<file path="src/rtl/dma_arb_pkg.sv">
// Shared constants for the DMA bus arbiter.
// Assumes 3-bit urgency levels, with 0 the most urgent.
package dma_arb_pkg;
    localparam int PRIO_W   = 3;
    localparam int NUM_LVL  = 1 << PRIO_W;
    localparam int FAIR_MIN = 2;        // first level that takes part in slot sharing
    localparam int FAIR_MAX = NUM_LVL - 1;
endpackage

</file>
<file path="src/rtl/dma_arb_slot_sched.sv">
// Fairness slot schedule: a free-running counter whose trailing-zero count
// names the level that owns the current slot. A value of zero names nobody.
// Assumes SLOT_W >= FAIR_MAX - FAIR_MIN + 1 so that every fair level owns a slot.
module dma_arb_slot_sched
    import dma_arb_pkg::*;
#(
    parameter int SLOT_W = 6
) (
    input  logic              clk,
    input  logic              rst_n,
    input  logic              advance,
    output logic              slot_live,
    output logic [PRIO_W-1:0] slot_lvl
);
    localparam int TZ_W   = $clog2(SLOT_W + 1);
    localparam int TZ_CAP = FAIR_MAX - FAIR_MIN;

    logic [SLOT_W-1:0] slot_q;
    logic [TZ_W-1:0]   tz;

    // Counter steps once for each slot handed to the fair levels.
    always_ff @(posedge clk) begin
        if (!rst_n)       slot_q <= '0;
        else if (advance) slot_q <= slot_q + 1'b1;
    end

    // Trailing-zero count: position of the lowest set bit.
    always_comb begin
        tz = '0;
        for (int i = SLOT_W - 1; i >= 0; i--) begin
            if (slot_q[i]) tz = TZ_W'(i);
        end
    end

    // Map the trailing-zero count to the owning level; saturate at the least urgent.
    always_comb begin
        slot_live = (slot_q != '0);
        if (int'(tz) >= TZ_CAP) slot_lvl = PRIO_W'(FAIR_MAX);
        else                    slot_lvl = PRIO_W'(int'(tz) + FAIR_MIN);
    end
endmodule

</file>
<file path="src/rtl/dma_arb_level_rr.sv">
// Tie-break among the requesting channels of one level. Opt-out channels
// (rotation disabled) win first, lowest index. Otherwise the scan starts at
// the rotation pointer and wraps. The pointer moves only on a take.
// Assumes lvl_req is already masked to this level.
module dma_arb_level_rr #(
    parameter int NUM_CH = 8,
    parameter int IDX_W  = 3
) (
    input  logic              clk,
    input  logic              rst_n,
    input  logic [NUM_CH-1:0] lvl_req,
    input  logic [NUM_CH-1:0] rr_en,
    input  logic              take,
    input  logic [IDX_W-1:0]  take_idx,
    output logic              hit,
    output logic [IDX_W-1:0]  pick_idx
);
    logic [IDX_W-1:0]  ptr_q;
    logic [NUM_CH-1:0] fixed_req;
    logic              fixed_hit;
    logic [IDX_W-1:0]  fixed_idx;
    logic [IDX_W-1:0]  rot_idx;

    assign fixed_req = lvl_req & ~rr_en;
    assign fixed_hit = |fixed_req;
    assign hit       = |lvl_req;

    // Lowest-index opt-out requester.
    always_comb begin
        fixed_idx = '0;
        for (int i = NUM_CH - 1; i >= 0; i--) begin
            if (fixed_req[i]) fixed_idx = IDX_W'(i);
        end
    end

    // First rotating requester at or after the pointer, wrapping.
    always_comb begin
        rot_idx = '0;
        for (int k = NUM_CH - 1; k >= 0; k--) begin
            int j;
            j = int'(ptr_q) + k;
            if (j >= NUM_CH) j = j - NUM_CH;
            if (lvl_req[j] && rr_en[j]) rot_idx = IDX_W'(j);
        end
    end

    // Final choice for this level.
    assign pick_idx = fixed_hit ? fixed_idx : rot_idx;

    // Rotation pointer moves just past the channel that was taken.
    always_ff @(posedge clk) begin
        if (!rst_n)    ptr_q <= '0;
        else if (take) ptr_q <= (int'(take_idx) == NUM_CH - 1) ? '0 : take_idx + 1'b1;
    end
endmodule

</file>
<file path="src/rtl/dma_arb_starve_guard.sv">
// Counts back-to-back processor wins while DMA waits, and forces one DMA win
// when the count reaches STARVE_LIMIT. Assumes decide marks arbitration edges.
module dma_arb_starve_guard #(
    parameter int STARVE_LIMIT = 16
) (
    input  logic clk,
    input  logic rst_n,
    input  logic decide,
    input  logic cpu_req,
    input  logic dma_any,
    output logic force_dma
);
    localparam int CNT_W = $clog2(STARVE_LIMIT + 1);

    logic [CNT_W-1:0] run_q;

    assign force_dma = (run_q == CNT_W'(STARVE_LIMIT));

    // Run length of processor wins over waiting DMA; cleared by any other outcome.
    always_ff @(posedge clk) begin
        if (!rst_n) begin
            run_q <= '0;
        end else if (decide) begin
            if (cpu_req && dma_any && !force_dma) run_q <= run_q + 1'b1;
            else                                  run_q <= '0;
        end
    end
endmodule

</file>
<file path="src/rtl/dma_bus_arbiter.sv">
// Transaction-granular bus arbiter: processor first (with a starvation guard),
// then DMA channels by level, with optional weighted slot sharing for levels
// 2..7 and per-level round-robin. Assumes xfer_done is asserted by the owner
// in the final cycle of each transaction.
module dma_bus_arbiter
    import dma_arb_pkg::*;
#(
    parameter int NUM_CH       = 8,
    parameter int STARVE_LIMIT = 16,
    parameter int SLOT_W       = 6,
    localparam int IDX_W       = (NUM_CH > 1) ? $clog2(NUM_CH) : 1
) (
    input  logic                     clk,
    input  logic                     rst_n,
    input  logic                     cpu_req,
    input  logic [NUM_CH-1:0]        ch_req,
    input  logic [PRIO_W*NUM_CH-1:0] ch_prio,
    input  logic [NUM_CH-1:0]        ch_rr_en,
    input  logic                     fair_en,
    input  logic                     xfer_done,
    output logic                     cpu_gnt,
    output logic [NUM_CH-1:0]        ch_gnt,
    output logic [IDX_W-1:0]         gnt_idx,
    output logic                     gnt_valid
);
    logic [NUM_CH-1:0]  lvl_req [NUM_LVL];
    logic [IDX_W-1:0]   lvl_pick [NUM_LVL];
    logic [NUM_LVL-1:0] lvl_hit;
    logic [NUM_LVL-1:0] lvl_take;

    logic              decide, dma_any, urgent_hit, force_dma;
    logic              cpu_win, dma_win, slot_adv, slot_live;
    logic [PRIO_W-1:0] slot_lvl, sel_lvl;
    logic [IDX_W-1:0]  sel_idx;

    logic              cpu_q;
    logic [NUM_CH-1:0] gnt_q;
    logic [IDX_W-1:0]  idx_q;

    assign decide     = !gnt_valid || xfer_done;
    assign dma_any    = |ch_req;
    assign urgent_hit = lvl_hit[0] | lvl_hit[1];

    // Split requests per level and give each level its own tie-break.
    for (genvar l = 0; l < NUM_LVL; l++) begin : g_lvl
        for (genvar c = 0; c < NUM_CH; c++) begin : g_ch
            assign lvl_req[l][c] = ch_req[c] && (ch_prio[c*PRIO_W +: PRIO_W] == PRIO_W'(l));
        end
        assign lvl_take[l] = decide && dma_win && (sel_lvl == PRIO_W'(l)) && ch_rr_en[lvl_pick[l]];
        dma_arb_level_rr #(.NUM_CH(NUM_CH), .IDX_W(IDX_W)) u_rr (
            .clk      (clk),
            .rst_n    (rst_n),
            .lvl_req  (lvl_req[l]),
            .rr_en    (ch_rr_en),
            .take     (lvl_take[l]),
            .take_idx (lvl_pick[l]),
            .hit      (lvl_hit[l]),
            .pick_idx (lvl_pick[l])
        );
    end

    dma_arb_slot_sched #(.SLOT_W(SLOT_W)) u_slot (
        .clk       (clk),
        .rst_n     (rst_n),
        .advance   (slot_adv),
        .slot_live (slot_live),
        .slot_lvl  (slot_lvl)
    );

    dma_arb_starve_guard #(.STARVE_LIMIT(STARVE_LIMIT)) u_guard (
        .clk       (clk),
        .rst_n     (rst_n),
        .decide    (decide),
        .cpu_req   (cpu_req),
        .dma_any   (dma_any),
        .force_dma (force_dma)
    );

    // Processor first, unless the guard hands this decision to DMA.
    assign cpu_win  = cpu_req && !(force_dma && dma_any);
    assign dma_win  = !cpu_win && dma_any;
    assign slot_adv = decide && dma_win && fair_en && !urgent_hit;

    // Level choice: most urgent requester, overridden by the slot owner under fairness.
    always_comb begin
        sel_lvl = '0;
        for (int l = NUM_LVL - 1; l >= 0; l--) begin
            if (lvl_hit[l]) sel_lvl = PRIO_W'(l);
        end
        if (fair_en && !urgent_hit && slot_live && lvl_hit[slot_lvl]) sel_lvl = slot_lvl;
        sel_idx = lvl_pick[sel_lvl];
    end

    // Grant register, reloaded only at transaction boundaries.
    always_ff @(posedge clk) begin
        if (!rst_n) begin
            cpu_q <= 1'b0;
            gnt_q <= '0;
            idx_q <= '0;
        end else if (decide) begin
            cpu_q <= cpu_win;
            gnt_q <= dma_win ? (NUM_CH'(1) << sel_idx) : '0;
            idx_q <= dma_win ? sel_idx : '0;
        end
    end

    assign cpu_gnt   = cpu_q;
    assign ch_gnt    = gnt_q;
    assign gnt_idx   = idx_q;
    assign gnt_valid = cpu_q || (|gnt_q);
endmodule

</file>
<file path="config.mk">
export PLATFORM = sky130hd
export DESIGN_NAME = dma_bus_arbiter
export DESIGN_NICKNAME = d
export VERILOG_FILES = /design/src/rtl/dma_arb_pkg.sv /design/src/rtl/dma_arb_slot_sched.sv /design/src/rtl/dma_arb_level_rr.sv /design/src/rtl/dma_arb_starve_guard.sv /design/src/rtl/dma_bus_arbiter.sv
export SDC_FILE = /design/constraint.sdc
export NUM_CORES = 1
export LEC_CHECK = 0
export ABC_AREA = 1
export BUFFER_PORTS_ARGS = -buffer_cell sky130_fd_sc_hd__buf_2
export CAP_MARGIN = 20
export CORE_AREA = 5 5 195 197
export DETAILED_ROUTE_END_ITERATION = 7
export DIE_AREA = 0 0 200 202
export PLACE_DENSITY_LB_ADDON = 0.08
export SETUP_SLACK_MARGIN = 0.5
export SYNTH_ARGS = -nofsm -noshare
export SYNTH_HDL_FRONTEND = slang
export SYNTH_SLANG_ARGS = --single-unit
</file>
<file path="constraint.sdc">
create_clock -name clk -period 7 [get_ports clk]
set_clock_uncertainty 0.1 [all_clocks]
set_input_delay 1.05 -clock clk [delete_from_list [all_inputs] [get_ports clk]]
set_output_delay 1.05 -clock clk [all_outputs]
set_load 0.02 [all_outputs]
</file>
==> impl_metrics.tcl, run 1 <==
set metrics [dict create \
    syn_nets 2683 \
    cts.sink_count 47 \
    start_util_pct 34.6 \
    io_pins 58 \
    slew_violations 0 \
    cts-htree-levels 2 \
    synth_compound_area_share_pct 10.8 \
    setup_viol_count_final 0 \
    cp_slowest_cell "dfxtp_1" \
    fp.dieArea_sq_um 40400 \
    syn_avg_cell_area_sq_um 4.77 \
    diodes 0 \
    slowest_delay_ns 0.87 \
    synthCells 2613 \
    final_common_cell "nand2_1" \
    synth-simple-area-share_pct 62.7 \
    num-nets-final 2669 \
    finalWorstSetupSlack_ns 2.41 \
    fmax_mhz 218 \
    cts_resized 0 \
    grt_pass1_wl_mm 83.3 \
    grt.total_usage_pct 25.9 \
    p_per_area_nw_per_um2 219 \
    power.switching_uw 1730 \
    cp_max_fo 24 \
    place_congestion 0.977 \
    start_kind "flop" \
    dp_hpwl_mm 42.3 \
    ir_worst_vdd_uv 162 \
    synthMuxAreaShare_pct 0 \
    port_buffers 57 \
    run_status "finished clean" \
    fin_crit_ns 4.59 \
    p_int_uw 1150 \
    ys_warn_count 0 \
    synth_xor_xnor_area_share_pct 2.32 \
    clk_latency_ns 0.32 \
    synthToLayoutAreaGrowth_pct 5.52 \
    clk_path_buf_depth 2 \
    p_total_uw 2880 \
    hold_path.class "reg -> reg" \
    avgRoutedWirePerCell_um 17.7 \
    end_kind "flop" \
    async_flop_share_pct 0 \
    wl_mm 54.4 \
    drive_gt1_share_pct 5.46 \
    layout_common_cells "nand2_1 (953), nand3_1 (441), inv_1 (320)" \
    cts_made_buffers 5 \
    dieHeight_um 202 \
    clk_pin_slew_ns 0.08 \
    die_width_um 200 \
    antenna_left 0 \
    yosys_most_used_dff "dfxtp_1" \
    tns_ns 0 \
    rows 70 \
    comb_power_share_pct 75.6 \
    hold_buffers 0 \
    crit_top_cell "nand2_1" \
    synth-edff-count 0 \
    crit_required_ns 7.09 \
    crit_type "reg -> reg" \
    grt_antenna_before_repair 1 \
    timing.hold.ws_ns 0.366 \
    p_leak_uw 0.00700 \
    rsz0062_at_grt "no" \
    drv_cap 0 \
    syn_area_sq_um 12500 \
    critPathArrivalTime_ns 4.68 \
    cts_setup_buffers 0 \
    synthAdderAreaFrac_pct 2.51 \
    synth_top_family_by_area "simple AND/OR/NAND/NOR gates" \
    overflow 0 \
    swShare_pct 60.1 \
    grt_pass1_vias 15007 \
    worst_slew_pin_slew_ns 0.923 \
    dp.cells 3060 \
    coreArea_sq_um 36100 \
    dr.pass1.iters 8 \
    pwr-share-clk_pct 11.0 \
    cts_tree "built" \
    drcViolationCount 0 \
    seq_area_frac_synth_pct 7.54 \
    hold_viol 0 \
    instances_no_fill 3068 \
    ys_ff_latch 47 \
    yosysUniqueCellTypes 50 \
    period_share_pct 65.6 \
    max_slew_margin_pct 38.4 \
    vias_per_cell 5.44 \
    seq_power_share_pct 13.5 \
    clock-root-buffer "clkbuf_16" \
    post-place-ws_ns 2.35 \
    drtIter0Drc 1457 \
    vias 16682 \
    r2r_slack_ns 2.41 \
    grt_max_degree 30 \
]
## cells by family after synthesis
group	after synthesis
flops	47
buf+inv	440
compound gates	245
fa+ha+maj	25
xor+xnor	33
simple gates	1823
## state kept, by name (all words and copies together), names as in the netlist
register and count:
g_lvl.u_rr.ptr_q 24, ch_gnt 8, u_slot.slot_q 6, u_guard.run_q 5, gnt_idx 3, cpu_gnt 1
## cell type report
type                    instances  area (sq um)
clock inverters                 3          47.5
repair buffers                 67           360
well taps                     468           586
fillers                      4285         22900
clock buffers                   5           125
multi-input cells            2126          9780
flip-flops and latches         47           941
inverters                     352          1320
## final timing paths
path | end | start | cells past startpoint
worst min register to register | gnt_idx[2]$_SDFFE_PN0N_ | gnt_idx[2]$_SDFFE_PN0N_ | 2
worst min-delay path | gnt_idx[2]$_SDFFE_PN0N_ | gnt_idx[2]$_SDFFE_PN0N_ | 2
worst max-delay path | ch_gnt[7]$_SDFFE_PN0N_ | g_lvl[5].u_rr.ptr_q[0]$_SDFFE_PN0P_ | 25
worst max register to register | ch_gnt[7]$_SDFFE_PN0N_ | g_lvl[5].u_rr.ptr_q[0]$_SDFFE_PN0P_ | 25
## metal layers
metal  part of all wire [%]  global-route usage, %  up-vias
met5                      0                      0        -
met4                    2.3                   6.04        0
met3                    7.3                   2.62       82
met2                     45                   42.4      628
met1                     45                   36.4     7597
li1                       -                      -     8375
## power by group through the flow
stage | clock network, uW | registers (uW) | logic, uW
floorplan | 0 | 359 | 1650
global placement | 0 | 393 | 2130
detailed placement | 0 | 393 | 2150
CTS | 321 | 387 | 2160
global route | 329 | 399 | 2470
finish | 315 | 387 | 2170
## through the flow
step	area [sq um]	util (%)
after floorplan	12500	-
after global placement	13000	36.0
after detailed placement	13000	36.0
after CTS	13200	36.5
after global routing	13200	36.5
final	13200	36.5
## Yosys cell counts, types with 23 or more instances
| master | count | area share, % |
|---|---|---|
| buf_2 | 52 | 2.1 |
| nand3_1 | 441 | 18 |
| o211ai_1 | 24 | 1.4 |
| dfxtp_1 | 47 | 7.5 |
| nand4_1 | 79 | 4.0 |
| ha_1 | 25 | 2.5 |
| inv_2 | 23 | 0.69 |
| inv_1 | 320 | 9.6 |
| nor2_1 | 279 | 8.4 |
| a21oi_1 | 56 | 2.2 |
| clkbuf_1 | 25 | 0.75 |
| nand2_1 | 953 | 29 |
| o21ai_0 | 126 | 5.1 |
## critical path: cells and delay by family (launching register included)
family	cells	cell delay, ns
AND/OR/NAND/NOR	18	1.88
buffers and inverters	5	0.89
flip-flops	1	0.87
adder cells (fa/ha/maj)	1	0.64
AO/OA/AOI/OAI	1	0.08
Power figures use the tool's default switching activity.
==> inputs of run 2 (changes only) <==
==> constraint.sdc (replaced) <==
create_clock -name clk -period 4.7 [get_ports clk]
set_clock_uncertainty 0.1 [all_clocks]
set_input_delay 0.705 -clock clk [delete_from_list [all_inputs] [get_ports clk]]
set_output_delay 0.705 -clock clk [all_outputs]
set_load 0.02 [all_outputs]
==> run 2 against run 1 <==
Effect of this change: wire length up 0.63%; cell area up 1.6%; count of clock-buffer cells in the layout unchanged; setup slack worse by 1.6 ns; critical path type unchanged; critical endpoint is now ch_gnt[1]$_SDFFE_PN0N_; highest routed layer unchanged.
==> impl_metrics.tcl, run 2 (synthesized netlist as in run 1, its figures left out) <==
set metrics [dict create \
    die_width_um 200 \
    fin_crit_ns 3.84 \
    clk_pin_slew_ns 0.10 \
    drv_cap 0 \
    multi_input_comb_area_sq_um 9790 \
    vias 16746 \
    run_status "finished clean" \
    port_buffers 57 \
    overflow 0 \
    cts.sink_count 47 \
    fmax_mhz 260 \
    clk_latency_ns 0.34 \
    drcViolationCount 0 \
    worst_slew_pin_slew_ns 0.706 \
    diodes 0 \
    rsz0062_at_grt "no" \
    hold_path.class "reg -> reg" \
    swShare_pct 60.1 \
    cts_tree "built" \
    grt.total_usage_pct 26.2 \
    place_area_sq_um 13200 \
    grt_pass1_wl_mm 84.2 \
    dr.pass1.iters 6 \
    final_common_cell "nand2_1" \
    crit_required_ns 4.79 \
    wl_mm 54.8 \
    ir_worst_vdd_uv 244 \
    cts_made_buffers 5 \
    power.switching_uw 2630 \
    critPathArrivalTime_ns 3.93 \
    p_int_uw 1740 \
    drive_gt1_share_pct 6.70 \
    slowest_delay_ns 0.55 \
    p_total_uw 4370 \
    drtIter0Drc 1682 \
    clock-root-buffer "clkbuf_16" \
    min_to "gnt_idx[0]$_SDFFE_PN0N_" \
    p_leak_uw 0.00711 \
    start_kind "flop" \
    place_congestion 0.976 \
    rr_worst_depth 25 \
    r2r_slack_ns 0.86 \
    fillerInstances 4260 \
    p_per_area_nw_per_um2 327 \
    grt_pass1_vias 15092 \
    period_share_pct 81.7 \
    r2r_end "ch_gnt[1]$_SDFFE_PN0N_" \
    cp_slowest_cell "ha_1" \
    seq_power_share_pct 11.8 \
    grt_antenna_before_repair 0 \
    coreArea_sq_um 36100 \
    grt_max_degree 30 \
    hold_start "gnt_idx[0]$_SDFFE_PN0N_" \
    top_register "g_lvl.u_rr.ptr_q" \
    num-nets-final 2694 \
    dp_hpwl_mm 43.6 \
    synthToLayoutAreaGrowth_pct 7.22 \
    start_util_pct 34.6 \
    layout_common_cells "nand2_1 (953), nand3_1 (441), inv_1 (320)" \
    regArea_sq_um 942 \
    tns_ns 0 \
    max_slew_margin_pct 52.5 \
    crit_type "reg -> reg" \
    startpoint "g_lvl[1].u_rr.ptr_q[1]$_SDFFE_PN0P_" \
    clk_path_buf_depth 2 \
    largest_reg_flops 24 \
    setup_viol_count_final 0 \
    cts-htree-levels 2 \
    end_kind "flop" \
    crit_top_cell "nand2_1" \
    fp.dieArea_sq_um 40400 \
    rows 70 \
    cp_max_fo 13 \
    stdcell_area_sq_um 13400 \
    r2r-start "g_lvl[1].u_rr.ptr_q[1]$_SDFFE_PN0P_" \
    slew_violations 0 \
    hold_viol 0 \
    avgRoutedWirePerCell_um 17.7 \
    vias_per_cell 5.41 \
    pwr-share-clk_pct 11.1 \
    holdPathStages 2 \
    cp_num_buf_inv 2 \
    path_delay_family "simple AND/OR/NAND/NOR gates" \
    dieHeight_um 202 \
    comb_power_share_pct 77.1 \
    antenna_left 0 \
    io_pins 58 \
]
==> run 2: cell types whose count changed in the layout (fill, tap and decap cells not counted), moves of 2 or more <==
cell / previous run / this run
buf_4: 10 / 34
ha_1: 25 / 18
ha_2: 0 / 7
clkinvlp_4: 0 / 2
==> run 2: worst max path at each step <==
stage | endpoint | slack [ns] | cells after the start
after floorplan | g_lvl[1].u_rr.ptr_q[0]$_SDFFE_PN0P_ | 1.55 | 23
after global placement | g_lvl[0].u_rr.ptr_q[0]$_SDFFE_PN0P_ | 0.75 | 26
after detailed placement | ch_gnt[1]$_SDFFE_PN0N_ | 0.68 | 25
after CTS | ch_gnt[0]$_SDFFE_PN0N_ | 0.63 | 25
after global routing | ch_gnt[0]$_SDFFE_PN0N_ | 0.51 | 25
final | ch_gnt[1]$_SDFFE_PN0N_ | 0.86 | 25
==> run 2: repair_timing <==
| action | 4_1_cts | 5_1_grt |
|---|---|---|
| hold buffers | 0 | 0 |
| endpoints found under the setup margin | 0 | 29 |
| setup buffers | 0 | 0 |
| gates resized for setup | 0 | 10 |
==> run 2: metal layers <==
metal	wire, um	vias up	GRT usage [%]
li1	-	8419	-
met1	24200	7576	35.8
met2	23900	641	41.6
met3	4760	110	4.87
met4	1910	0	8.10
met5	0	-	0
==> run 2: worst reg2reg max path: stages, from the launching register on <==
cell      delay, ns
dfxtp_2        0.48
inv_1          0.27
ha_1           0.55
clkinv_1       0.34
o21ai_0        0.37
nand4_1        0.15
nand2_1        0.15
nor2_1         0.06
nand2_1        0.05
nand2_1        0.05
nand2_1        0.06
nand2_1        0.05
nand2_1        0.05
nand2_1        0.04
nand2_1        0.05
nand2_1        0.05
nand2_1        0.07
nand2_1        0.10
nand2_1        0.08
nand2_1        0.07
nand3_1        0.11
nand2_1        0.10
nand2_1        0.10
nor2_1         0.05
nor2_1         0.08
nor2_1         0.04
==> run 2: final cells by class <==
type,count,area share (%)
inverter,352,9.93
timing repair buffer,92,4.13
clock buffer,5,0.936
tap,468,4.38
sequential,47,7.05
clock inverter,3,0.346
multi-input combinational,2126,73.2
==> run 2: power by group through the flow <==
stage / Clock (uW) / Combinational (uW) / Sequential [uW]
final: 483 / 3370 / 517
after global routing: 498 / 3840 / 529
after CTS: 491 / 3330 / 517
after detailed placement: 0 / 3310 / 526
after global placement: 0 / 3310 / 525
after floorplan: 0 / 2460 / 535
==> run 2: through the flow <==
step	cells	hold slack [ns]	util (%)	setup WS, ns
3_5_place_dp	3085	0.362	36.5	0.679
3_3_place_gp	3085	0.359	36.5	0.751
2_1_floorplan	2613	0.358	-	1.55
4_1_cts	3093	0.374	37.0	0.634
5_1_grt	3093	0.389	37.1	0.508
6_report	3093	0.375	37.1	0.860
==> inputs of run 3 (changes only) <==
==> constraint.sdc (replaced) <==
create_clock -name clk -period 3.6 [get_ports clk]
set_clock_uncertainty 0.1 [all_clocks]
set_input_delay 0.54 -clock clk [delete_from_list [all_inputs] [get_ports clk]]
set_output_delay 0.54 -clock clk [all_outputs]
set_load 0.02 [all_outputs]
==> run 3 against run 2 <==
Effect of this change: global-route usage is 0.88 points higher; setup slack worse by 0.30 ns; count of clock-buffer cells in the layout did not move; clock power is 47% higher; largest power group unchanged; highest routed layer unchanged.
==> impl_metrics.tcl, run 3 (synthesized netlist as in run 1, its figures left out) <==
set metrics [dict create \
    p_int_uw 2900 \
    grt_pass1_wl_mm 87.7 \
    largest_reg_flops 24 \
    dp_hpwl_mm 45.8 \
    io_pins 58 \
    run_status "finished clean" \
    fp.dieArea_sq_um 40400 \
    instances_no_fill 3217 \
    hold_viol 0 \
    drive_gt1_share_pct 21.4 \
    cts.sink_count 47 \
    port_buffers 57 \
    clk_latency_ns 0.32 \
    dr.pass1.iters 6 \
    pwr-share-clk_pct 10.6 \
    utilization_pct 44.2 \
    coreArea_sq_um 36100 \
    swShare_pct 56.8 \
    drv_cap 0 \
    ir_worst_vdd_uv 294 \
    grt.total_usage_pct 27.1 \
    p_per_area_nw_per_um2 421 \
    seq_power_share_pct 10.4 \
    synthToLayoutAreaGrowth_pct 27.9 \
    grt_antenna_before_repair 1 \
    place_congestion 0.985 \
    start_kind "input pin" \
    clock-root-buffer "clkbuf_16" \
    vias 17546 \
    comb_power_share_pct 79.1 \
    regArea_sq_um 987 \
    grt_max_degree 28 \
    diodes 0 \
    cp_cell_sequence "clkbuf_4 -> inv_1 -> nand2_2 -> nor2_4 -> buf_4 -> inv_2 -> nand3_1 -> nor2_2 -> and2_4 -> nand2_4 -> a21oi_4 -> nand4_1 -> nand2_4 -> inv_8 -> nor2_4 -> inv_1 -> a41oi_1 -> nand3_2 -> nand2_1 -> nand2_1 -> nor2_1" \
    crit_type "in -> reg" \
    num-nets-final 2818 \
    max_slew_margin_pct 51.2 \
    cp_slowest_cell "a41oi_1" \
    clk_pin_slew_ns 0.08 \
    fmax_mhz 329 \
    finalWorstSetupSlack_ns 0.559 \
    clk_path_buf_depth 2 \
    drtIter0Drc 1599 \
    top_register "g_lvl.u_rr.ptr_q" \
    tns_ns 0 \
    grt_pass1_vias 15785 \
    dieHeight_um 202 \
    overflow 0 \
    slew_violations 0 \
    multi_input_comb_area_sq_um 11100 \
    drcViolationCount 0 \
    final_common_cell "nand2_1" \
    fin_crit_ns 3.04 \
    worst_slew_pin_slew_ns 0.731 \
    cts_made_buffers 5 \
    die_width_um 200 \
    avgRoutedWirePerCell_um 18.0 \
    start_util_pct 34.6 \
    critPathArrivalTime_ns 3.19 \
    post-place-ws_ns 0.0487 \
    fillerInstances 4120 \
    p_leak_uw 0.00808 \
    crit_required_ns 3.75 \
    power.switching_uw 3810 \
    end_kind "flop" \
    period_share_pct 84.5 \
    antenna_left 0 \
    cts_tree "built" \
    layout_common_cells "nand2_1 (865), nand3_1 (397), inv_1 (307)" \
    wl_mm 57.8 \
    vias_per_cell 5.45 \
    cp_max_fo 9 \
    cts-htree-levels 2 \
    dp.cells 3177 \
    p_total_uw 6710 \
    rows 70 \
    slowest_delay_ns 0.21 \
    setup_viol_count_final 0 \
    hold_path.class "reg -> reg" \
    hold_buffers 0 \
    rsz0062_at_grt "yes" \
]
## run 3: critical path: cells and delay by family
family	cells	cell delay [ns]
buf+inv	6	0.62
compound gates	2	0.41
simple gates	13	1.60
## run 3: path summary, 6_finish.rpt
check / start / to / slack (ns) / cells after the start
worst max-delay path: ch_prio[22] / g_lvl[6].u_rr.ptr_q[1]$_SDFFE_PN0P_ / 0.56 / 21
worst max register to register: u_slot.slot_q[5]$_SDFFE_PN0P_ / g_lvl[6].u_rr.ptr_q[1]$_SDFFE_PN0P_ / 0.63 / 18
worst min register to register: gnt_idx[1]$_SDFFE_PN0N_ / gnt_idx[1]$_SDFFE_PN0N_ / 0.37 / 2
worst min-delay path: gnt_idx[1]$_SDFFE_PN0N_ / gnt_idx[1]$_SDFFE_PN0N_ / 0.37 / 2
## run 3: repair_timing
item                                    CTS  global route
endpoints found under the setup margin   28            35
gates resized for setup                  43           421
pin swaps                                 1            67
buffers inserted                          1            30
cloned                                    0             1
## run 3: stage by stage
stage | area [sq um] | hold WS (ns)
after CTS | 14300 | 0.366
after floorplan | 12500 | 0.358
final | 16000 | 0.367
after detailed placement | 13900 | 0.353
after global routing | 16000 | 0.390
after global placement | 13900 | 0.355
## run 3: layer usage
metal | GRT usage, % | vias to the layer above | part of all wire (%)
met1 | 38.6 | 8081 | 45
met4 | 5.19 | 0 | 2.6
met5 | 0 | - | 0
met2 | 44.2 | 686 | 45
met3 | 2.98 | 106 | 7.3
li1 | - | 8673 | -
## run 3: cell type report
cell class,instances,share of cell area (%)
repair buffers,216,11.0
flip-flops and latches,47,6.19
clock buffers,5,0.784
well taps,468,3.67
inverters,352,8.53
clock inverters,3,0.447
multi-input cells,2126,69.3
## run 3: power by group through the flow
stage / clock, uW / sequential (uW) / combinational (uW)
final: 709 / 695 / 5300
after global routing: 729 / 705 / 5930
after CTS: 714 / 678 / 4660
after detailed placement: 0 / 688 / 4600
after global placement: 0 / 687 / 4580
after floorplan: 0 / 699 / 3220
